`config.mk`:
```
export PLATFORM = sky130hd
export DESIGN_NAME = bootseq_top
export DESIGN_NICKNAME = d
export VERILOG_FILES = /design/src/rtl/bootseq_pkg.sv /design/src/rtl/bootseq_clkdiv.sv /design/src/rtl/bootseq_stream.sv /design/src/rtl/bootseq_rstseq.sv /design/src/rtl/bootseq_top.sv
export SDC_FILE = /design/constraint.sdc
export NUM_CORES = 1
export LEC_CHECK = 0
export BUFFER_PORTS_ARGS = -buffer_cell sky130_fd_sc_hd__buf_2
export CAP_MARGIN = 15
export CORE_MARGIN = 2
export CORE_UTILIZATION = 54
export CTS_BUF_LIST = sky130_fd_sc_hd__clkbuf_2
export CTS_CLUSTER_SIZE = 20
export DETAILED_ROUTE_END_ITERATION = 10
export MAX_ROUTING_LAYER = met4
export PLACE_DENSITY_LB_ADDON = 0.2
export SYNTH_ARGS = -nofsm -noshare
export SYNTH_HDL_FRONTEND = slang
export SYNTH_SLANG_ARGS = --single-unit
```
`constraint.sdc`:
```
create_clock -name clk -period 2.3 [get_ports clk]
set_clock_uncertainty 0.15 [all_clocks]
set_input_delay 0.23 -clock clk [delete_from_list [all_inputs] [get_ports clk]]
set_output_delay 0.23 -clock clk [all_outputs]
set_load 0.03 [all_outputs]
```
`src/rtl/bootseq_pkg.sv`:
```
package bootseq_pkg;

  typedef enum logic [1:0] {
    FLD_PASS  = 2'd0,
    FLD_FORCE = 2'd1,
    FLD_STRIP = 2'd2
  } fld_kind_e;

  // Decide how a bit number of the mode word is treated on the way out.
  function automatic fld_kind_e classify(input int bitnum, input int xpat_lsb,
                                         input int xpat_w, input int endian_bit,
                                         input int scen_bit);
    if (bitnum == endian_bit || bitnum == scen_bit) return FLD_STRIP;
    if (bitnum >= xpat_lsb && bitnum < xpat_lsb + xpat_w) return FLD_FORCE;
    return FLD_PASS;
  endfunction

  // Value actually forwarded for one bit.
  function automatic logic fwd_value(input fld_kind_e kind, input logic din,
                                     input logic [31:0] code, input int bitnum,
                                     input int xpat_lsb);
    logic [31:0] sh;
    sh = code >> (bitnum - xpat_lsb);
    case (kind)
      FLD_FORCE: return sh[0];
      FLD_STRIP: return 1'b0;
      default:   return din;
    endcase
  endfunction

endpackage

```
`src/rtl/bootseq_clkdiv.sv`:
```
module bootseq_clkdiv #(
  parameter int DIV = 256
) (
  input  logic clk,
  input  logic rst_n,
  output logic mode_clk,
  output logic rise_ev,
  output logic fall_ev
);
  localparam int CW   = $clog2(DIV);
  localparam int HALF = DIV / 2;

  logic [CW-1:0] div_cnt;

  always_ff @(posedge clk or negedge rst_n) begin
    if (!rst_n) div_cnt <= '0;
    else        div_cnt <= div_cnt + 1'b1;
  end

  assign mode_clk = div_cnt[CW-1];
  assign rise_ev  = (div_cnt == CW'(HALF - 1));
  assign fall_ev  = (div_cnt == CW'(DIV - 1));

  // high-phase length monitor
  logic [CW:0] hi_run;
  always_ff @(posedge clk or negedge rst_n) begin
    if (!rst_n)        hi_run <= '0;
    else if (mode_clk) hi_run <= hi_run + 1'b1;
    else               hi_run <= '0;
  end


  half_period_chk: assert property (@(posedge clk) disable iff (!rst_n)
    $fell(mode_clk) |-> hi_run == (CW+1)'(HALF));


  edge_exclusive_chk: assert property (@(posedge clk) disable iff (!rst_n)
    rise_ev |=> $rose(mode_clk));

endmodule

```
`src/rtl/bootseq_stream.sv`:
```
module bootseq_stream
  import bootseq_pkg::*;
#(
  parameter int          LEN        = 256,
  parameter int          XPAT_LSB   = 1,
  parameter int          XPAT_W     = 4,
  parameter logic [31:0] XPAT_CODE  = 32'h0,
  parameter int          ENDIAN_BIT = 8,
  parameter int          SCEN_BIT   = 12
) (
  input  logic clk,
  input  logic rst_n,
  input  logic rise_ev,
  input  logic fall_ev,
  input  logic shift_en,
  input  logic mode_in,
  output logic mode_out,
  output logic held_endian,
  output logic held_scen
);
  localparam int PW = $clog2(LEN + 1);

  logic [PW-1:0] pos;
  logic          in_bit;
  logic          in_valid;
  int            bitnum;
  fld_kind_e     kind;
  logic          fwd_bit;
  logic          pos_open;

  assign pos_open = (pos < PW'(LEN));
  assign bitnum   = LEN - 1 - int'(pos);
  assign kind     = classify(bitnum, XPAT_LSB, XPAT_W, ENDIAN_BIT, SCEN_BIT);
  assign fwd_bit  = fwd_value(kind, in_bit, XPAT_CODE, bitnum, XPAT_LSB);

  always_ff @(posedge clk or negedge rst_n) begin
    if (!rst_n) begin
      pos         <= '0;
      in_bit      <= 1'b0;
      in_valid    <= 1'b0;
      mode_out    <= 1'b0;
      held_endian <= 1'b0;
      held_scen   <= 1'b0;
    end else if (rise_ev) begin
      if (shift_en && pos_open) begin
        in_valid <= 1'b1;
        in_bit   <= mode_in;
        if (bitnum == ENDIAN_BIT) held_endian <= mode_in;
        if (bitnum == SCEN_BIT)   held_scen   <= mode_in;
      end else begin
        in_valid <= 1'b0;
      end
    end else if (fall_ev) begin
      mode_out <= in_valid ? fwd_bit : 1'b0;
      if (in_valid) pos <= pos + 1'b1;
      in_valid <= 1'b0;
    end
  end


  out_hold_chk: assert property (@(posedge clk) disable iff (!rst_n)
    !fall_ev |=> $stable(mode_out));


  pos_bound_chk: assert property (@(posedge clk) disable iff (!rst_n)
    pos <= PW'(LEN));


  idle_zero_chk: assert property (@(posedge clk) disable iff (!rst_n)
    (fall_ev && !pos_open && !in_valid) |=> !mode_out);


  held_stable_chk: assert property (@(posedge clk) disable iff (!rst_n)
    !rise_ev |=> $stable(held_endian) && $stable(held_scen));

endmodule

```
`src/rtl/bootseq_rstseq.sv`:
```
module bootseq_rstseq (
  input  logic clk,
  input  logic rst_n,
  input  logic board_cold_n,
  input  logic board_warm_n,
  input  logic pll_locked,
  input  logic cfg_done,
  input  logic rise_ev,
  output logic cpu_cold_n,
  output logic cpu_warm_n
);
  logic cold_ok;
  logic late_q;

  assign cold_ok = pll_locked & board_cold_n;

  always_ff @(posedge clk or negedge rst_n) begin
    if (!rst_n) begin
      cpu_cold_n <= 1'b0;
      cpu_warm_n <= 1'b0;
      late_q     <= 1'b0;
    end else begin
      cpu_cold_n <= cold_ok;
      if (!board_warm_n || !cold_ok || !cpu_cold_n) begin
        cpu_warm_n <= 1'b0;
        late_q     <= 1'b0;
      end else if (!cpu_warm_n) begin
        if (cfg_done && (!late_q || rise_ev)) cpu_warm_n <= 1'b1;
        else if (!cfg_done)                   late_q     <= 1'b1;
      end
    end
  end


  cold_release_chk: assert property (@(posedge clk) disable iff (!rst_n)
    $rose(cpu_cold_n) |-> $past(pll_locked) && $past(board_cold_n));


  warm_under_cold_chk: assert property (@(posedge clk) disable iff (!rst_n)
    cpu_warm_n |-> cpu_cold_n);


  warm_needs_cfg_chk: assert property (@(posedge clk) disable iff (!rst_n)
    $rose(cpu_warm_n) |-> $past(cfg_done) && $past(board_warm_n));


  late_align_chk: assert property (@(posedge clk) disable iff (!rst_n)
    ($rose(cpu_warm_n) && $past(late_q)) |-> $past(rise_ev));

endmodule

```
`src/rtl/bootseq_top.sv`:
```
module bootseq_top #(
  parameter int          DIV        = 256,
  parameter int          LEN        = 256,
  parameter int          XPAT_LSB   = 1,
  parameter int          XPAT_W     = 4,
  parameter logic [31:0] XPAT_CODE  = 32'h0,
  parameter int          ENDIAN_BIT = 8,
  parameter int          SCEN_BIT   = 12
) (
  input  logic clk,
  input  logic pwr_ok,
  input  logic board_cold_n,
  input  logic board_warm_n,
  input  logic mode_in,
  input  logic cfg_done,
  input  logic pll_locked,
  output logic mode_clk,
  output logic mode_out,
  output logic cpu_cold_n,
  output logic cpu_warm_n,
  output logic held_endian,
  output logic held_scen
);
  logic rise_ev;
  logic fall_ev;

  bootseq_clkdiv #(.DIV(DIV)) clkdiv_i (
    .clk      (clk),
    .rst_n    (pwr_ok),
    .mode_clk (mode_clk),
    .rise_ev  (rise_ev),
    .fall_ev  (fall_ev)
  );

  bootseq_stream #(
    .LEN        (LEN),
    .XPAT_LSB   (XPAT_LSB),
    .XPAT_W     (XPAT_W),
    .XPAT_CODE  (XPAT_CODE),
    .ENDIAN_BIT (ENDIAN_BIT),
    .SCEN_BIT   (SCEN_BIT)
  ) stream_i (
    .clk         (clk),
    .rst_n       (pwr_ok),
    .rise_ev     (rise_ev),
    .fall_ev     (fall_ev),
    .shift_en    (!board_warm_n),
    .mode_in     (mode_in),
    .mode_out    (mode_out),
    .held_endian (held_endian),
    .held_scen   (held_scen)
  );

  bootseq_rstseq rstseq_i (
    .clk          (clk),
    .rst_n        (pwr_ok),
    .board_cold_n (board_cold_n),
    .board_warm_n (board_warm_n),
    .pll_locked   (pll_locked),
    .cfg_done     (cfg_done),
    .rise_ev      (rise_ev),
    .cpu_cold_n   (cpu_cold_n),
    .cpu_warm_n   (cpu_warm_n)
  );


  reset_quiet_chk: assert property (@(posedge clk)
    !pwr_ok |-> !mode_clk && !mode_out && !cpu_cold_n && !cpu_warm_n);

endmodule

```
==> results by group, run 1 <==
Synthesis
  – Cell with the most instances after synthesis: dfrtp_1
  – Post-Syn Area: 1157 um2
  – Async SR Flop Fraction: 100.0%
  – Synthesized instance count: 100
  – Top cells by count, synth: 25 x dfrtp_1, 12 x xnor2_1, 8 x nor2_1
  – Mapped Nets: between 100 and 150
  – Synth cell types: 30
  – Syn_area_per_cell: 11.57 um2
  – Sequential share of the synthesized area: 54.05%
  – Cell taking the most area after synthesis: dfrtp_1
  – Post-synth top area share: between 50% and 60%
  – Number of flops mapped to enable cells by yosys: 0
  – Ys Warns: 0
  – Ys flop type: dfrtp_1
  – Synth Register Bits: 25
  – Cells taking the most area after synthesis: dfrtp_1 54%, xnor2_1 9.1%, ha_1 4.3%, nand3_1 3.0%, mux2_1 2.9%

Placement
  – Gpl congestion: 0.7898
  – Placed Area: 1246 um2
  – DPL Wire Length: 1.310 mm
  – Buffers added on ports: 12

Drt
  – DR vias: 777
  – WL/cell: 12.47 um
  – Drt pass-1 iters: 4
  – DRC: 0
  – Vias per cell: approximately 5.3
  – Post-Route WL: 1.845 mm
  – Initial drt markers: 3
  – Final ANT Viol Nets: 0

Global route
  – Pin count of the biggest net entering global routing: 26
  – Gr ovfl total: 0
  – Antenna violations before repair: 0
  – First-pass GRT wire length: roughly 3.4 mm
  – Vias in the first global route: ~750
  – Gr usage total: a little under a fifth

Clocking
  – CTS Buf Count: 3
  – Longest Clk Path Bufs: 2
  – CTS tree: done
  – Clock transition at path regs: 220 ps
  – Root buffer cell: clkbuf_2
  – Clk_lat worst skew: 340 ps
  – Clock sinks: 25
  – H-tree levels: 1
  – Post-CTS sizing: 0

Critical path
  – CP Launch Type: flop
  – WS Path Type: flop to flop
  – CP endpoint kind: flop
  – CP Data Arrival Time: 2060 ps
  – Crit path max fanout: 5
  – WP data required: between 2000 and 2500 ps

Finish
  – Post-route cell area: between 1000 and 1500 um2
  – P&R area growth vs syn: 14.59%
  – Layout cell share with drive strength beyond 1: 17.36%
  – Layout Nets: around 130
  – # diodes: 0

Power and ir drop
  – PwrDens: 480.7 nW/um2
  – VDD IR-drop max: 323.5 uV
  – Leakage: 0.0006721 uW

Floorplanning
  – Die Y-Extent: 50.30 um
  – Core area: slightly below 2000 um2
  – Die area: about 2500 um2
  – Row count: 16
  – Ports: 13
  – Starting Density: around three fifths
  – Die Width: 50.30 um

STA
  – Slew Viols, Final: 0
  – FMAX: 511.9 MHz
  – TNS Setup: 0 ps
  – Final setup viols: 0
  – Slew headroom: 64.00%
  – Final period util: around 85%
  – Tmin final: 1953 ps
  – RSZ-0062 raised after global routing: no
  – Worst-Margin Slew: ~540 ps
  – Hold Violations, Final: 0

Hold path
  – Hold Crit Class: primary input to flop

Status
  – Status: complete, no violations

Run
  – Max-cap violations: 0
metrics by stage:
stage	instances	hold WS [ps]	power (uW)	worst slack [ps]	utilization, %
2_1_floorplan	100	-215.6	454.6	474.5	-
3_3_place_gp	138	89.48	469.8	432.0	62.88
3_5_place_dp	138	97.03	470.4	377.5	62.88
4_1_cts	148	111.3	646.0	351.9	66.92
5_1_grt	148	81.85	672.2	175.3	66.92
6_report	148	123.8	637.6	346.6	66.92
worst paths after layout:
check	from	depth (start not counted)	to	slack [ps]
max	clkdiv_i.div_cnt[0]	4	stream_i.in_bit	350
min	pll_locked	4	rstseq_i.cpu_warm_n	120
max reg2reg	clkdiv_i.div_cnt[0]	4	stream_i.in_bit	350
min reg2reg	stream_i.mode_out	1	stream_i.mode_out	360
max in group asynchronous	pwr_ok	2	stream_i.pos[1]	1440
min in group asynchronous	pwr_ok	2	clkdiv_i.div_cnt[2]	210
repair_timing:
item                                    4_1_cts  5_1_grt
hold buffers                                  6        0
endpoints found under the hold margin        31        0
setup buffers                                 0        0
endpoints found under the setup margin        0        0
where the power goes:
part           internal [uW]  switching [uW]
clock                   39.4             128
combinational           12.4            15.5
sequential               442           0.606
total                    493             144
routing by layer:
| layer | share of wire [%] | track usage [%] | vias up | wire, um |
|---|---|---|---|---|
| li1 | - | - | 393 | - |
| met1 | 50 | 25.15 | 368 | 920 |
| met2 | 45 | 26.54 | 10 | 834 |
| met3 | 2.6 | 3.571 | 6 | 48 |
| met4 | 2.3 | 9.009 | 0 | 42 |
| met5 | 0 | - | - | 0 |
worst max-delay path, stage by stage, from the launching register on:
cell,delay [ps]
dfrtp_1,460
ha_1,230
or3b_1,390
nor4_1,280
mux2_1,360
placed cells by master (no fill, tap or decap), drive strengths merged:
cell type / instances
nor2b: 1
nor2: 8
and4: 1
mux2: 3
nor3: 2
dfrtp: 25
nand4b: 1
a21oi: 1
o21bai: 1
buf: 12
and3: 4
xnor2: 12
a31oi: 1
dlygate4sd3: 6
nor4: 1
o21ai: 2
or3b: 1
nand3: 8
inv: 6
nand4: 5
and2: 1
o31ai: 1
mux2i: 1
a32o: 1
clkinv: 1
clkbuf: 3
xor2: 2
ha: 4
nand2: 6
cell families after synthesis:
group,count (synthesis),share of synthesized area [%]
XOR/XNOR,14,10.59
buffers and inverters,7,2.378
AO/OA/AOI/OAI,7,4.000
AND/OR/NAND/NOR,39,20.87
flip-flops,25,54.05
adder cells (fa/ha/maj),4,4.324
multiplexers,4,3.784
cell type report:
type / count / area [um2]
timing repair buffer: 18 / 120.1
tap: 27 / 33.78
multi-input combinational: 68 / 504.2
inverter: 6 / 22.52
clock inverter: 1 / 5.005
sequential: 25 / 625.6
clock buffer: 3 / 15.01
fill: 162 / 655.6
sequential cells by signal, summed over array words and instances, names as in the netlist:
name,flops
stream_i.pos,9
clkdiv_i.div_cnt,8
rstseq_i.cpu_cold_n,1
rstseq_i.cpu_warm_n,1
rstseq_i.late_q,1
stream_i.held_endian,1
stream_i.held_scen,1
stream_i.in_bit,1
stream_i.in_valid,1
stream_i.mode_out,1
Power figures use the tool's default switching activity.
==> run 2, diff against run 1 <==
- clock period: 2.3 -> 1.9 ns (I/O delays scaled with it)
==> run 2 against run 1 <==
  * Maximum frequency up 7.5%
  * First-iteration DRC count grew to 3.3 times the previous value
  * Via count up 1.0%
  * Routed wire length is 8.2% higher
  * Count of clock-buffer cells in the layout rose by 1
  * Non-clock buffer count up 4
  * Critical path type unchanged
  * Cell area up 3.9%
  * Power grew 23%
  * Highest routed layer unchanged
  * Critical endpoint is now stream_i.held_endian
==> results by group, run 2 (same netlist as run 1, synthesis figures left out) <==
Hold path
  – Hold Crit Class: primary input to flop

Power and ir drop
  – Combinational share of power: 4.4% (about the same)
  – Clock power frac: 27.3% (+1.0 points)
  – Switching share of power: 22.72% (+0.11 points)
  – Seq pwr share: 68.4% (-1.0 points)
  – Int Power: 605.3 uW (+23%)
  – VDD IR-drop max: 500.3 uV (+55%)
  – PwrDens: 568.5 nW/um2 (+18%)
  – Sw power: 177.9 uW (+23%)
  – Leakage: 0.0007138 uW (+6.2%)

STA
  – Hold Violations, Final: 0 (unchanged)
  – FMAX: 550.3 MHz (+7.5%)
  – Slew headroom: 63.40% (-0.61 points)
  – Slew Viols, Final: 0 (unchanged)
  – Final Hold Slack: 84.33 ps (-39.49 ps)
  – Worst-Margin Slew: 549.1 ps (+9.074 ps)
  – Final setup viols: 0 (unchanged)
  – RSZ-0062 raised after global routing: yes
  – Final period util: 95.64% (+11 points)
  – Tmin final: 1817 ps (-136.2 ps)

Critical path
  – Worst-path cell chain: ha_2, or3b_4, nor3_4, nand4_1, mux2_4
  – CP Launch Type: flop
  – WS Path Type: flop to flop
  – Critical path buffers and inverters: 0 (unchanged)
  – Crit path max fanout: 3 (-2)
  – CP endpoint kind: flop
  – Flop-to-flop setup slack: 80 ps (-260 ps)
  – CP Data Arrival Time: 1940 ps (-120 ps)
  – Critical path's slowest cell: dfrtp_1
  – WP data required: 2020 ps (-390 ps)
  – Worst path top cell family by delay: simple AND/OR/NAND/NOR gates
  – Critical path's largest stage delay: 430 ps (-30 ps)

Drt
  – Final ANT Viol Nets: 0 (unchanged)
  – DRC: 0 (unchanged)
  – Drt pass-1 iters: 4 (unchanged)
  – Post-Route WL: 1.996 mm (+8.2%)
  – Initial drt markers: 10 (+7)
  – DR vias: 785 (+1.0%)
  – WL/cell: 13.13 um (+5.3%)
  – Vias per cell: 5.164 (-1.6%)

Finish
  – # diodes: 0 (unchanged)
  – Regs by FF count: stream_i.pos: 9 flops, clkdiv_i.div_cnt: 8 flops
  – Biggest register: stream_i.pos
  – Layout Utilization: 69.51% (+2.6 points)
  – Layout fillers: 146 (-9.9%)
  – Layout cell share with drive strength beyond 1: 23.20% (+5.8 points)
  – P&R area growth vs syn: 19.03%
  – Layout Nets: 137 (+3.0%)
  – Most frequent cells in the layout: 25 x dfrtp_1, 12 x xnor2_1, 12 x buf_2
  – Most common cell after layout, fill and taps aside: dfrtp_1
  – Max reg flops: 9 (unchanged)

Global route
  – Antenna violations before repair: 0 (unchanged)
  – Vias in the first global route: 801 (+6.5%)
  – Gr usage total: 19.25% (+0.82 points)
  – Gr ovfl total: 0 (unchanged)
  – Pin count of the biggest net entering global routing: 26 (unchanged)
  – First-pass GRT wire length: 3.553 mm (+4.7%)

Clocking
  – Root buffer cell: clkbuf_2
  – Clock sinks: 25 (unchanged)
  – Clock transition at path regs: 230 ps (about the same)
  – CTS tree: done
  – H-tree levels: 1 (unchanged)
  – Longest Clk Path Bufs: 2 (unchanged)
  – CTS Buf Count: 3 (unchanged)
  – Clk_lat worst skew: 340 ps (about the same)

Floorplanning
  – Core area: 1982 um2 (unchanged)
  – Row count: 16 (unchanged)
  – Die area: 2530 um2 (unchanged)
  – Die Y-Extent: 50.30 um (unchanged)
  – Die Width: 50.30 um (unchanged)
  – Ports: 13 (unchanged)
  – Starting Density: 58.40% (unchanged)

Placement
  – Gpl congestion: 0.7849 (-0.62%)
  – Buffers added on ports: 12 (unchanged)

Status
  – Status: complete, no violations

Run
  – Max-cap violations: 0 (unchanged)
[run 2: per-layer routing]
| metal | track usage [%] | vias to the layer above | share of wire, % |
|---|---|---|---|
| met3 | 3.571 | 4 | 1.7 |
| met5 | - | - | 0 |
| li1 | - | 399 | - |
| met2 | 30.26 | 8 | 48 |
| met4 | 8.108 | 0 | 1.5 |
| met1 | 24.61 | 374 | 49 |
[run 2: power by group through the flow]
stage,logic [uW],clock network [uW],registers (uW)
final,34.1,214,535
after global routing,38.4,243,536
after CTS,34.3,220,535
after detailed placement,24.6,0,544
after global placement,24.3,0,544
after floorplan,3.15,0,547
[run 2: per-stage QoR]
| step | std cells | TNS [ps] | cell area (um2) | setup slack (ps) | power [uW] |
|---|---|---|---|---|---|
| 2_1_floorplan | 100 | 0 | 1157 | 74.54 | 550.4 |
| 3_3_place_gp | 141 | 0 | 1269 | 116.9 | 568.6 |
| 3_5_place_dp | 141 | 0 | 1269 | 60.13 | 569.0 |
| 4_1_cts | 151 | 0 | 1349 | 46.52 | 790.2 |
| 5_1_grt | 152 | -4.735 | 1378 | -4.735 | 817.3 |
| 6_report | 152 | 0 | 1378 | 82.86 | 783.2 |
[run 2: path summary, 6_finish.rpt]
kind / cells past startpoint / end / from
max: 5 / stream_i.held_endian / clkdiv_i.div_cnt[1]
min: 4 / rstseq_i.cpu_warm_n / pll_locked
max reg2reg: 5 / stream_i.held_endian / clkdiv_i.div_cnt[1]
min reg2reg: 1 / stream_i.pos[7] / stream_i.pos[7]
max in group asynchronous: 2 / rstseq_i.late_q / pwr_ok
min in group asynchronous: 2 / stream_i.in_valid / pwr_ok
[run 2: area by class of cell]
| cell class | count | area (um2) | area share (%) |
|---|---|---|---|
| Tap cell | 27 | 33.78 | 2.452 |
| Clock buffer | 4 | 20.02 | 1.453 |
| Sequential cell | 25 | 625.6 | 45.41 |
| Inverter | 6 | 22.52 | 1.635 |
| Multi-Input combinational cell | 68 | 525.5 | 38.15 |
| Timing Repair Buffer | 22 | 150.1 | 10.90 |
[run 2: timing repair]
action	4_1_cts	5_1_grt
endpoints found under the setup margin	0	3
hold endpoints to repair	31	0
setup buffers	0	1
gates resized for setup	0	5
hold buffers	6	0
[run 2: tightest hold or removal path: cells and delay by family]
kind	cells	cell delay, ps
buffers and inverters	1	90
AND/OR/NAND/NOR	3	290
